==> src/rtl/kwdt_pkg.sv <==
package kwdt_pkg;
   localparam int DATA_W       = 32;
   // register byte offsets
   localparam int OFF_CFG      = 'h00;
   localparam int OFF_RAW      = 'h08;
   localparam int OFF_SCALED   = 'h10;
   localparam int OFF_FEED     = 'h18;
   localparam int OFF_KEY      = 'h1C;
   localparam int OFF_CMP      = 'h20;
   // configuration bit positions
   localparam int B_RST_EN     = 8;
   localparam int B_AUTO_CLR   = 9;
   localparam int B_RUN_ALWAYS = 12;
   localparam int B_RUN_AWAKE  = 13;
   localparam int B_PEND       = 28;
   // magic words
   localparam logic [31:0] UNLOCK_WORD = 32'h0051_F15E;
   localparam logic [31:0] FEED_WORD   = 32'h0D09_F00D;

   typedef struct packed {
      logic run_awake;
      logic run_always;
      logic auto_clr;
      logic rst_en;
   } mode_t;
endpackage

==> src/rtl/kwdt_regs.sv <==
module kwdt_regs
   import kwdt_pkg::*;
#(
   parameter int ADDR_W  = 6,
   parameter int CMP_W   = 16,
   parameter int SCALE_W = 4
) (
   input  logic               clk,
   input  logic               rst_n,
   input  logic [ADDR_W-1:0]  bus_addr,
   input  logic               bus_wr,
   input  logic [DATA_W-1:0]  bus_wdata,
   output mode_t              mode,
   output logic [SCALE_W-1:0] scale,
   output logic [CMP_W-1:0]   cmp,
   output logic               pend_wr,
   output logic               pend_wval,
   output logic               feed_clr
);
   localparam logic [ADDR_W-1:0] A_CFG  = ADDR_W'(OFF_CFG);
   localparam logic [ADDR_W-1:0] A_FEED = ADDR_W'(OFF_FEED);
   localparam logic [ADDR_W-1:0] A_KEY  = ADDR_W'(OFF_KEY);
   localparam logic [ADDR_W-1:0] A_CMP  = ADDR_W'(OFF_CMP);

   logic unlocked;
   logic key_hit;
   logic accept;

   assign key_hit = bus_wr && (bus_addr == A_KEY) && (bus_wdata == UNLOCK_WORD);
   assign accept  = bus_wr && unlocked && (bus_addr != A_KEY);

   // one-shot unlock: any write other than the key word spends it
   always_ff @(posedge clk or negedge rst_n) begin
      if (!rst_n)      unlocked <= 1'b0;
      else if (bus_wr) unlocked <= key_hit;
   end

   always_ff @(posedge clk or negedge rst_n) begin
      if (!rst_n) begin
         mode  <= '0;
         scale <= '0;
         cmp   <= '1;
      end else if (accept) begin
         if (bus_addr == A_CFG) begin
            scale           <= bus_wdata[SCALE_W-1:0];
            mode.rst_en     <= bus_wdata[B_RST_EN];
            mode.auto_clr   <= bus_wdata[B_AUTO_CLR];
            mode.run_always <= bus_wdata[B_RUN_ALWAYS];
            mode.run_awake  <= bus_wdata[B_RUN_AWAKE];
         end
         if (bus_addr == A_CMP) cmp <= bus_wdata[CMP_W-1:0];
      end
   end

   assign pend_wr   = accept && (bus_addr == A_CFG);
   assign pend_wval = bus_wdata[B_PEND];
   assign feed_clr  = accept && (bus_addr == A_FEED) && (bus_wdata == FEED_WORD);

   AST_LOCKED_WRITE_IGNORED: assert property (@(posedge clk) disable iff (!rst_n)
      (bus_wr && !unlocked) |=> ($stable(cmp) && $stable(mode) && $stable(scale)));
   AST_UNLOCK_ONE_SHOT: assert property (@(posedge clk) disable iff (!rst_n)
      (bus_wr && bus_addr != A_KEY) |=> !unlocked);
endmodule

==> src/rtl/kwdt_counter.sv <==
module kwdt_counter #(
   parameter int CNT_W    = 31,
   parameter int SCALE_W  = 4,
   parameter bit SATURATE = 1'b1
) (
   input  logic               clk,
   input  logic               rst_n,
   input  logic               run,
   input  logic               clr,
   input  logic [SCALE_W-1:0] scale,
   output logic [CNT_W-1:0]   cnt,
   output logic [CNT_W-1:0]   scaled
);
   localparam logic [CNT_W-1:0] CNT_MAX = '1;

   logic [CNT_W-1:0] cnt_nxt;

   generate
      if (SATURATE) begin : g_sat
         assign cnt_nxt = (cnt == CNT_MAX) ? cnt : cnt + 1'b1;
      end else begin : g_wrap
         assign cnt_nxt = cnt + 1'b1;
      end
   endgenerate

   always_ff @(posedge clk or negedge rst_n) begin
      if (!rst_n)   cnt <= '0;
      else if (clr) cnt <= '0;
      else if (run) cnt <= cnt_nxt;
   end

   assign scaled = cnt >> scale;

   AST_HOLD_WHEN_IDLE: assert property (@(posedge clk) disable iff (!rst_n)
      (!run && !clr) |=> $stable(cnt));
   AST_CLEAR_TAKES: assert property (@(posedge clk) disable iff (!rst_n)
      clr |=> (cnt == '0));

   generate
      if (SATURATE) begin : g_sat_chk
         AST_NO_OVERFLOW: assert property (@(posedge clk) disable iff (!rst_n)
            (cnt == CNT_MAX && !clr) |=> (cnt == CNT_MAX));
      end
   endgenerate
endmodule

==> src/rtl/kwdt_match.sv <==
module kwdt_match #(
   parameter int CNT_W = 31,
   parameter int CMP_W = 16
) (
   input  logic             clk,
   input  logic             rst_n,
   input  logic [CNT_W-1:0] scaled,
   input  logic [CMP_W-1:0] cmp,
   input  logic             rst_en,
   input  logic             pend_wr,
   input  logic             pend_wval,
   output logic             match,
   output logic             pend,
   output logic             rst_pulse
);
   localparam int W = (CNT_W > CMP_W) ? CNT_W : CMP_W;

   logic [W-1:0] lhs;
   logic [W-1:0] rhs;

   assign lhs   = W'(scaled);
   assign rhs   = W'(cmp);
   assign match = (lhs >= rhs);

   always_ff @(posedge clk or negedge rst_n) begin
      if (!rst_n) begin
         pend      <= 1'b0;
         rst_pulse <= 1'b0;
      end else begin
         if (pend_wr)    pend <= pend_wval;
         else if (match) pend <= 1'b1;
         rst_pulse <= rst_en && match && !pend && !pend_wr;
      end
   end

   AST_PEND_ON_MATCH: assert property (@(posedge clk) disable iff (!rst_n)
      (match && !pend_wr) |=> pend);
   AST_PULSE_SINGLE: assert property (@(posedge clk) disable iff (!rst_n)
      rst_pulse |=> !rst_pulse);
   AST_PULSE_WITH_PEND: assert property (@(posedge clk) disable iff (!rst_n)
      rst_pulse |-> (pend && $rose(pend)));
endmodule

==> src/rtl/kwdt_top.sv <==
module kwdt_top
   import kwdt_pkg::*;
#(
   parameter int ADDR_W   = 6,
   parameter int CNT_W    = 31,
   parameter int CMP_W    = 16,
   parameter int SCALE_W  = 4,
   parameter bit SATURATE = 1'b1
) (
   input  logic              clk,
   input  logic              rst_n,
   input  logic              core_awake,
   input  logic [ADDR_W-1:0] bus_addr,
   input  logic              bus_wr,
   input  logic [DATA_W-1:0] bus_wdata,
   output logic [DATA_W-1:0] bus_rdata,
   output logic              irq_pending,
   output logic              wdt_reset
);
   generate
      if (CNT_W < 2 || CNT_W > DATA_W - 1) begin : g_bad_cnt
         initial $fatal(1, "kwdt_top: CNT_W out of range");
      end
      if (CMP_W < 1 || CMP_W > DATA_W) begin : g_bad_cmp
         initial $fatal(1, "kwdt_top: CMP_W out of range");
      end
      if (SCALE_W < 1 || SCALE_W > B_RST_EN) begin : g_bad_scale
         initial $fatal(1, "kwdt_top: SCALE_W collides with mode bits");
      end
      if ((1 << ADDR_W) <= OFF_CMP) begin : g_bad_addr
         initial $fatal(1, "kwdt_top: ADDR_W too narrow for register map");
      end
   endgenerate

   mode_t              mode;
   logic [SCALE_W-1:0] scale;
   logic [CMP_W-1:0]   cmp;
   logic               pend_wr, pend_wval, feed_clr;
   logic [CNT_W-1:0]   cnt, scaled;
   logic               match, pend, run, clr;

   kwdt_regs #(.ADDR_W(ADDR_W), .CMP_W(CMP_W), .SCALE_W(SCALE_W)) regs_i (
      .clk(clk), .rst_n(rst_n), .bus_addr(bus_addr), .bus_wr(bus_wr),
      .bus_wdata(bus_wdata), .mode(mode), .scale(scale), .cmp(cmp),
      .pend_wr(pend_wr), .pend_wval(pend_wval), .feed_clr(feed_clr)
   );

   assign run = mode.run_always || (mode.run_awake && core_awake);
   assign clr = feed_clr || (mode.auto_clr && match);

   kwdt_counter #(.CNT_W(CNT_W), .SCALE_W(SCALE_W), .SATURATE(SATURATE)) cnt_i (
      .clk(clk), .rst_n(rst_n), .run(run), .clr(clr), .scale(scale),
      .cnt(cnt), .scaled(scaled)
   );

   kwdt_match #(.CNT_W(CNT_W), .CMP_W(CMP_W)) match_i (
      .clk(clk), .rst_n(rst_n), .scaled(scaled), .cmp(cmp),
      .rst_en(mode.rst_en), .pend_wr(pend_wr), .pend_wval(pend_wval),
      .match(match), .pend(pend), .rst_pulse(wdt_reset)
   );

   assign irq_pending = pend;

   always_comb begin
      bus_rdata = '0;
      case (bus_addr)
         ADDR_W'(OFF_CFG): begin
            bus_rdata[SCALE_W-1:0]  = scale;
            bus_rdata[B_RST_EN]     = mode.rst_en;
            bus_rdata[B_AUTO_CLR]   = mode.auto_clr;
            bus_rdata[B_RUN_ALWAYS] = mode.run_always;
            bus_rdata[B_RUN_AWAKE]  = mode.run_awake;
            bus_rdata[B_PEND]       = pend;
         end
         ADDR_W'(OFF_RAW):    bus_rdata = DATA_W'(cnt);
         ADDR_W'(OFF_SCALED): bus_rdata = DATA_W'(scaled);
         ADDR_W'(OFF_CMP):    bus_rdata = DATA_W'(cmp);
         default:             bus_rdata = '0;
      endcase
   end

   AST_AUTOCLR_ON_MATCH: assert property (@(posedge clk) disable iff (!rst_n)
      (mode.auto_clr && match) |=> (cnt == '0));
endmodule

==> config.mk <==
export PLATFORM = sky130hd
export DESIGN_NAME = kwdt_top
export DESIGN_NICKNAME = d
export VERILOG_FILES = /design/src/rtl/kwdt_pkg.sv /design/src/rtl/kwdt_regs.sv /design/src/rtl/kwdt_counter.sv /design/src/rtl/kwdt_match.sv /design/src/rtl/kwdt_top.sv
export SDC_FILE = /design/constraint.sdc
export NUM_CORES = 1
export LEC_CHECK = 0
export BUFFER_PORTS_ARGS = -buffer_cell sky130_fd_sc_hd__buf_4
export CORE_MARGIN = 3
export CORE_UTILIZATION = 52
export CTS_BUF_LIST = sky130_fd_sc_hd__clkbuf_2 sky130_fd_sc_hd__clkbuf_4 sky130_fd_sc_hd__clkbuf_8
export CTS_CLUSTER_DIAMETER = 40
export DETAILED_ROUTE_END_ITERATION = 6
export GPL_ROUTABILITY_DRIVEN = 0
export GPL_TIMING_DRIVEN = 0
export HOLD_SLACK_MARGIN = 0.1
export PLACE_DENSITY = 0.73
export SYNTH_ARGS = -nofsm -noshare
export SYNTH_HDL_FRONTEND = slang
export SYNTH_HIERARCHICAL = 1
export SYNTH_SLANG_ARGS = --single-unit
==> constraint.sdc <==
create_clock -name clk -period 4.4 [get_ports clk]
set_input_delay 0.22 -clock clk [delete_from_list [all_inputs] [get_ports clk]]
set_output_delay 0.22 -clock clk [all_outputs]
set_load 0.1 [all_outputs]
==> run summary <==
Outcome -> completed
Worst-path clk slew -> 0.07 ns
Grt met3 use -> 0.0485
Crit path max-delay cell type -> or3b_2
Die Wd -> 109 µm
Placed insts -> 796
RSZ-0062 raised after global routing -> no
Starting Density -> 0.549
Peak supply drop -> 149 µV
Fin. Hold Viols -> 0
ANT nets after route -> 0
Largest family of logic cells by synthesized area -> multiplexers
Yosys cell types -> 78
Final min period -> 4.06 ns
Drt total wl -> 17,100 µm
Slew Viols, Final -> 0
Global-route wire length before repair -> 27,500 µm
Routed len/inst -> 21.0 µm
Grt met1 use -> 0.428
Main synth FF type -> dfrtp_1
CTS tree -> built
Period utilization -> 0.922
Initial DRT Pass Iterations -> 6
CP Buf/Inv Count -> 2
Xor/xnor share of the synthesized area -> 0.00476
Cells after synthesis -> 589
Chip Height -> 109 µm
Worst-margin pin slew -> 0.732 ns
Antenna violations before repair -> 0
DR iter-0 viols -> 545
Row Count -> 36
Vias in the first global route -> 5,204
CP Launch Type -> register
Final clock skew -> 0.00868 ns
Vias post-DR -> 5,453
Share of cells above drive strength 1 -> 0.306
Core Util, Final -> 0.646
FF+latch count, synth -> 58
Pin count of the biggest net entering global routing -> 59
CP required -> 4.63 ns
Number of synthesis warnings -> 6
Post-Syn Area -> 0.00552 mm²
Die ar. -> 0.0119 mm²
IO buf count -> 74
DRC -> 0
Clock Sinks -> 58
Busiest grt layer -> met2
Multiplexer share of the synthesized area -> 0.226
GR Util met2 -> 0.472
Finished Layout Cells -> 812
Vias/cell -> 6.72
Synth Area in Compound Gates -> 0.184
Data arrival, critical path -> 4.29 ns
Core region area -> 0.0100 mm²
Max-cap viol count -> 0
Detail Placement HPWL -> 13,100 µm
Max incr delay on CP -> 0.49 ns
Fin nets -> 734
Post-synth EDFFs -> 0
Synth top area share -> 0.191
Seq/Total Area, Yosys -> 0.267
Static Leak -> 0.00271 µW
Synth Area in Simple Gates -> 0.218
Ranking of synthesized cells by area -> dfrtp_1, mux4_2, dfstp_2, mux2i_1, ha_1
Crit path cell chain -> buf_2 -> clkbuf_4 -> mux2i_1 -> nand2_1 -> o21ai_0 -> o21a_1 -> a21oi_1 -> ha_1 -> or3b_2 -> nor4_4 -> o211ai_1 -> o2111ai_2 -> a21o_4 -> nor2b_1 -> mux2_1
Max Clk Rate -> 246 MHz
CP Class -> register to register
Peak fanout along the critical path -> 19
ANT cells -> 0
Area leader, netlist -> dfrtp_1
Rel. slew slack -> 0.505
Adder-Cell Fraction of Synth Area -> 0.0408
Hold WC Path Type -> primary input to register
Layout area overhead -> 17.6%
CTS buffer count -> 9
Syn_area_per_cell -> 9.36 µm²
# setup viols final -> 0
PwrDens -> 176 mW/mm²
Total grt overflow -> 0
Post-synth ARST share -> 1.00
Commonest cells in the netlist -> nand2_1, a21oi_1, dfrtp_1
All-Layer GR Usage -> 0.299
I/O pins -> 76
Longest Clk Path Bufs -> 2
H-tree Lvls -> 3
Post-synthesis net count -> 649
Kind of cell adding the most delay to the critical path -> compound AO/OA/AOI/OAI gates
Root Buffer Master -> clkbuf_8
Crit. End Element -> register
Most common cell in the synthesized netlist -> nand2_1
Clk_lat worst skew -> 0.36 ns
==> path summary, 6_finish.rpt <==
path                                 start         endpoint  slack [ns]  depth (start not counted)
setup / recovery           regs_i/scale[1]     cnt_i/cnt[2]        0.34                         15
hold / removal               bus_wdata[10]   regs_i/cmp[10]        0.11                          2
setup reg to reg           regs_i/scale[1]     cnt_i/cnt[2]        0.34                         15
hold reg to reg            regs_i/unlocked  regs_i/unlocked        0.51                          2
max in group asynchronous            rst_n    cnt_i/cnt[17]        3.43                          2
min in group asynchronous            rst_n  regs_i/unlocked        0.47                          2
==> area by class of cell <==
cell class / count / area, µm²
clock buffer: 14 / 174
tap: 133 / 166
clock inverter: 2 / 35.0
multi-input combinational: 464 / 3730
fill: 820 / 3560
timing repair buffer: 76 / 576
buffer: 42 / 246
inverter: 23 / 86.3
sequential: 58 / 1470
==> through the flow <==
step           total power, µW  hold slack [ns]  worst slack (ns)  cell area (µm²)  TNS (ns)
2_1_floorplan              568          -0.0756             0.394             5520         0
3_3_place_gp               617            0.320            -0.746             6240    -17.81
3_5_place_dp               620            0.329            -0.824             6240    -20.02
4_1_cts                   1150            0.100          0.000740             6460         0
5_1_grt                   1190            0.102             0.119             6480         0
6_report                  1140            0.113             0.343             6480         0
==> cells by family (layout without fill, tap and decap cells) <==
kind of cell             count (synthesis)  count (layout)
AO/OA/AOI/OAI                          147             147
other                                    1               1
flip-flops                              58              58
XOR/XNOR                                 3               3
AND/OR/NAND/NOR                        206             206
buffers and inverters                   67             157
adder cells (fa/ha/maj)                 18              18
multiplexers                            89              89
==> placed cells by master (no fill, tap or decap), types with 7 or more instances in the layout <==
cell type,count
nor3_1,10
mux2_2,20
buf_2,12
dfrtp_1,42
o31ai_1,7
inv_1,21
ha_1,18
dfstp_2,16
mux2_4,10
nor4_1,7
a22o_1,14
a21oi_1,42
nor4b_1,7
clkbuf_4,8
or3_1,17
o2bb2ai_1,8
clkbuf_8,11
nor2b_1,13
nand2_1,46
nor2_1,34
a22oi_1,17
mux2i_1,33
mux4_2,22
o22ai_1,11
or4_1,9
nand4_1,10
o21ai_0,18
nand3_1,16
buf_4,78
clkbuf_1,8
==> sequential cells by signal (all words and copies together), names as in the netlist <==
register and flops:
cnt_i/cnt 31, regs_i/cmp 16, match_i/rst_pulse 1, regs_i/unlocked 1, regs_i/mode 4, match_i/pend 1
regs_i/scale 4
==> per-layer routing <==
layer | up-vias | routed length [µm]
met5 | - | 0
met4 | 0 | 359
met3 | 37 | 1720
met2 | 326 | 7830
met1 | 2653 | 7180
li1 | 2437 | -
==> report_power, final <==
group | internal, µW | switching, µW | total, µW
sequential | 534 | 0 | 534
combinational | 35.3 | 42.2 | 77.5
clock | 311 | 220 | 531
==> timing repair <==
item	CTS	global route
buffers inserted	0	0
gates cloned	0	0
setup endpoints to repair	31	24
endpoints found under the hold margin	42	1
resized for setup	7	8
hold buffers	1	1
pin swaps	0	0
(Power assumes the default switching activity.)
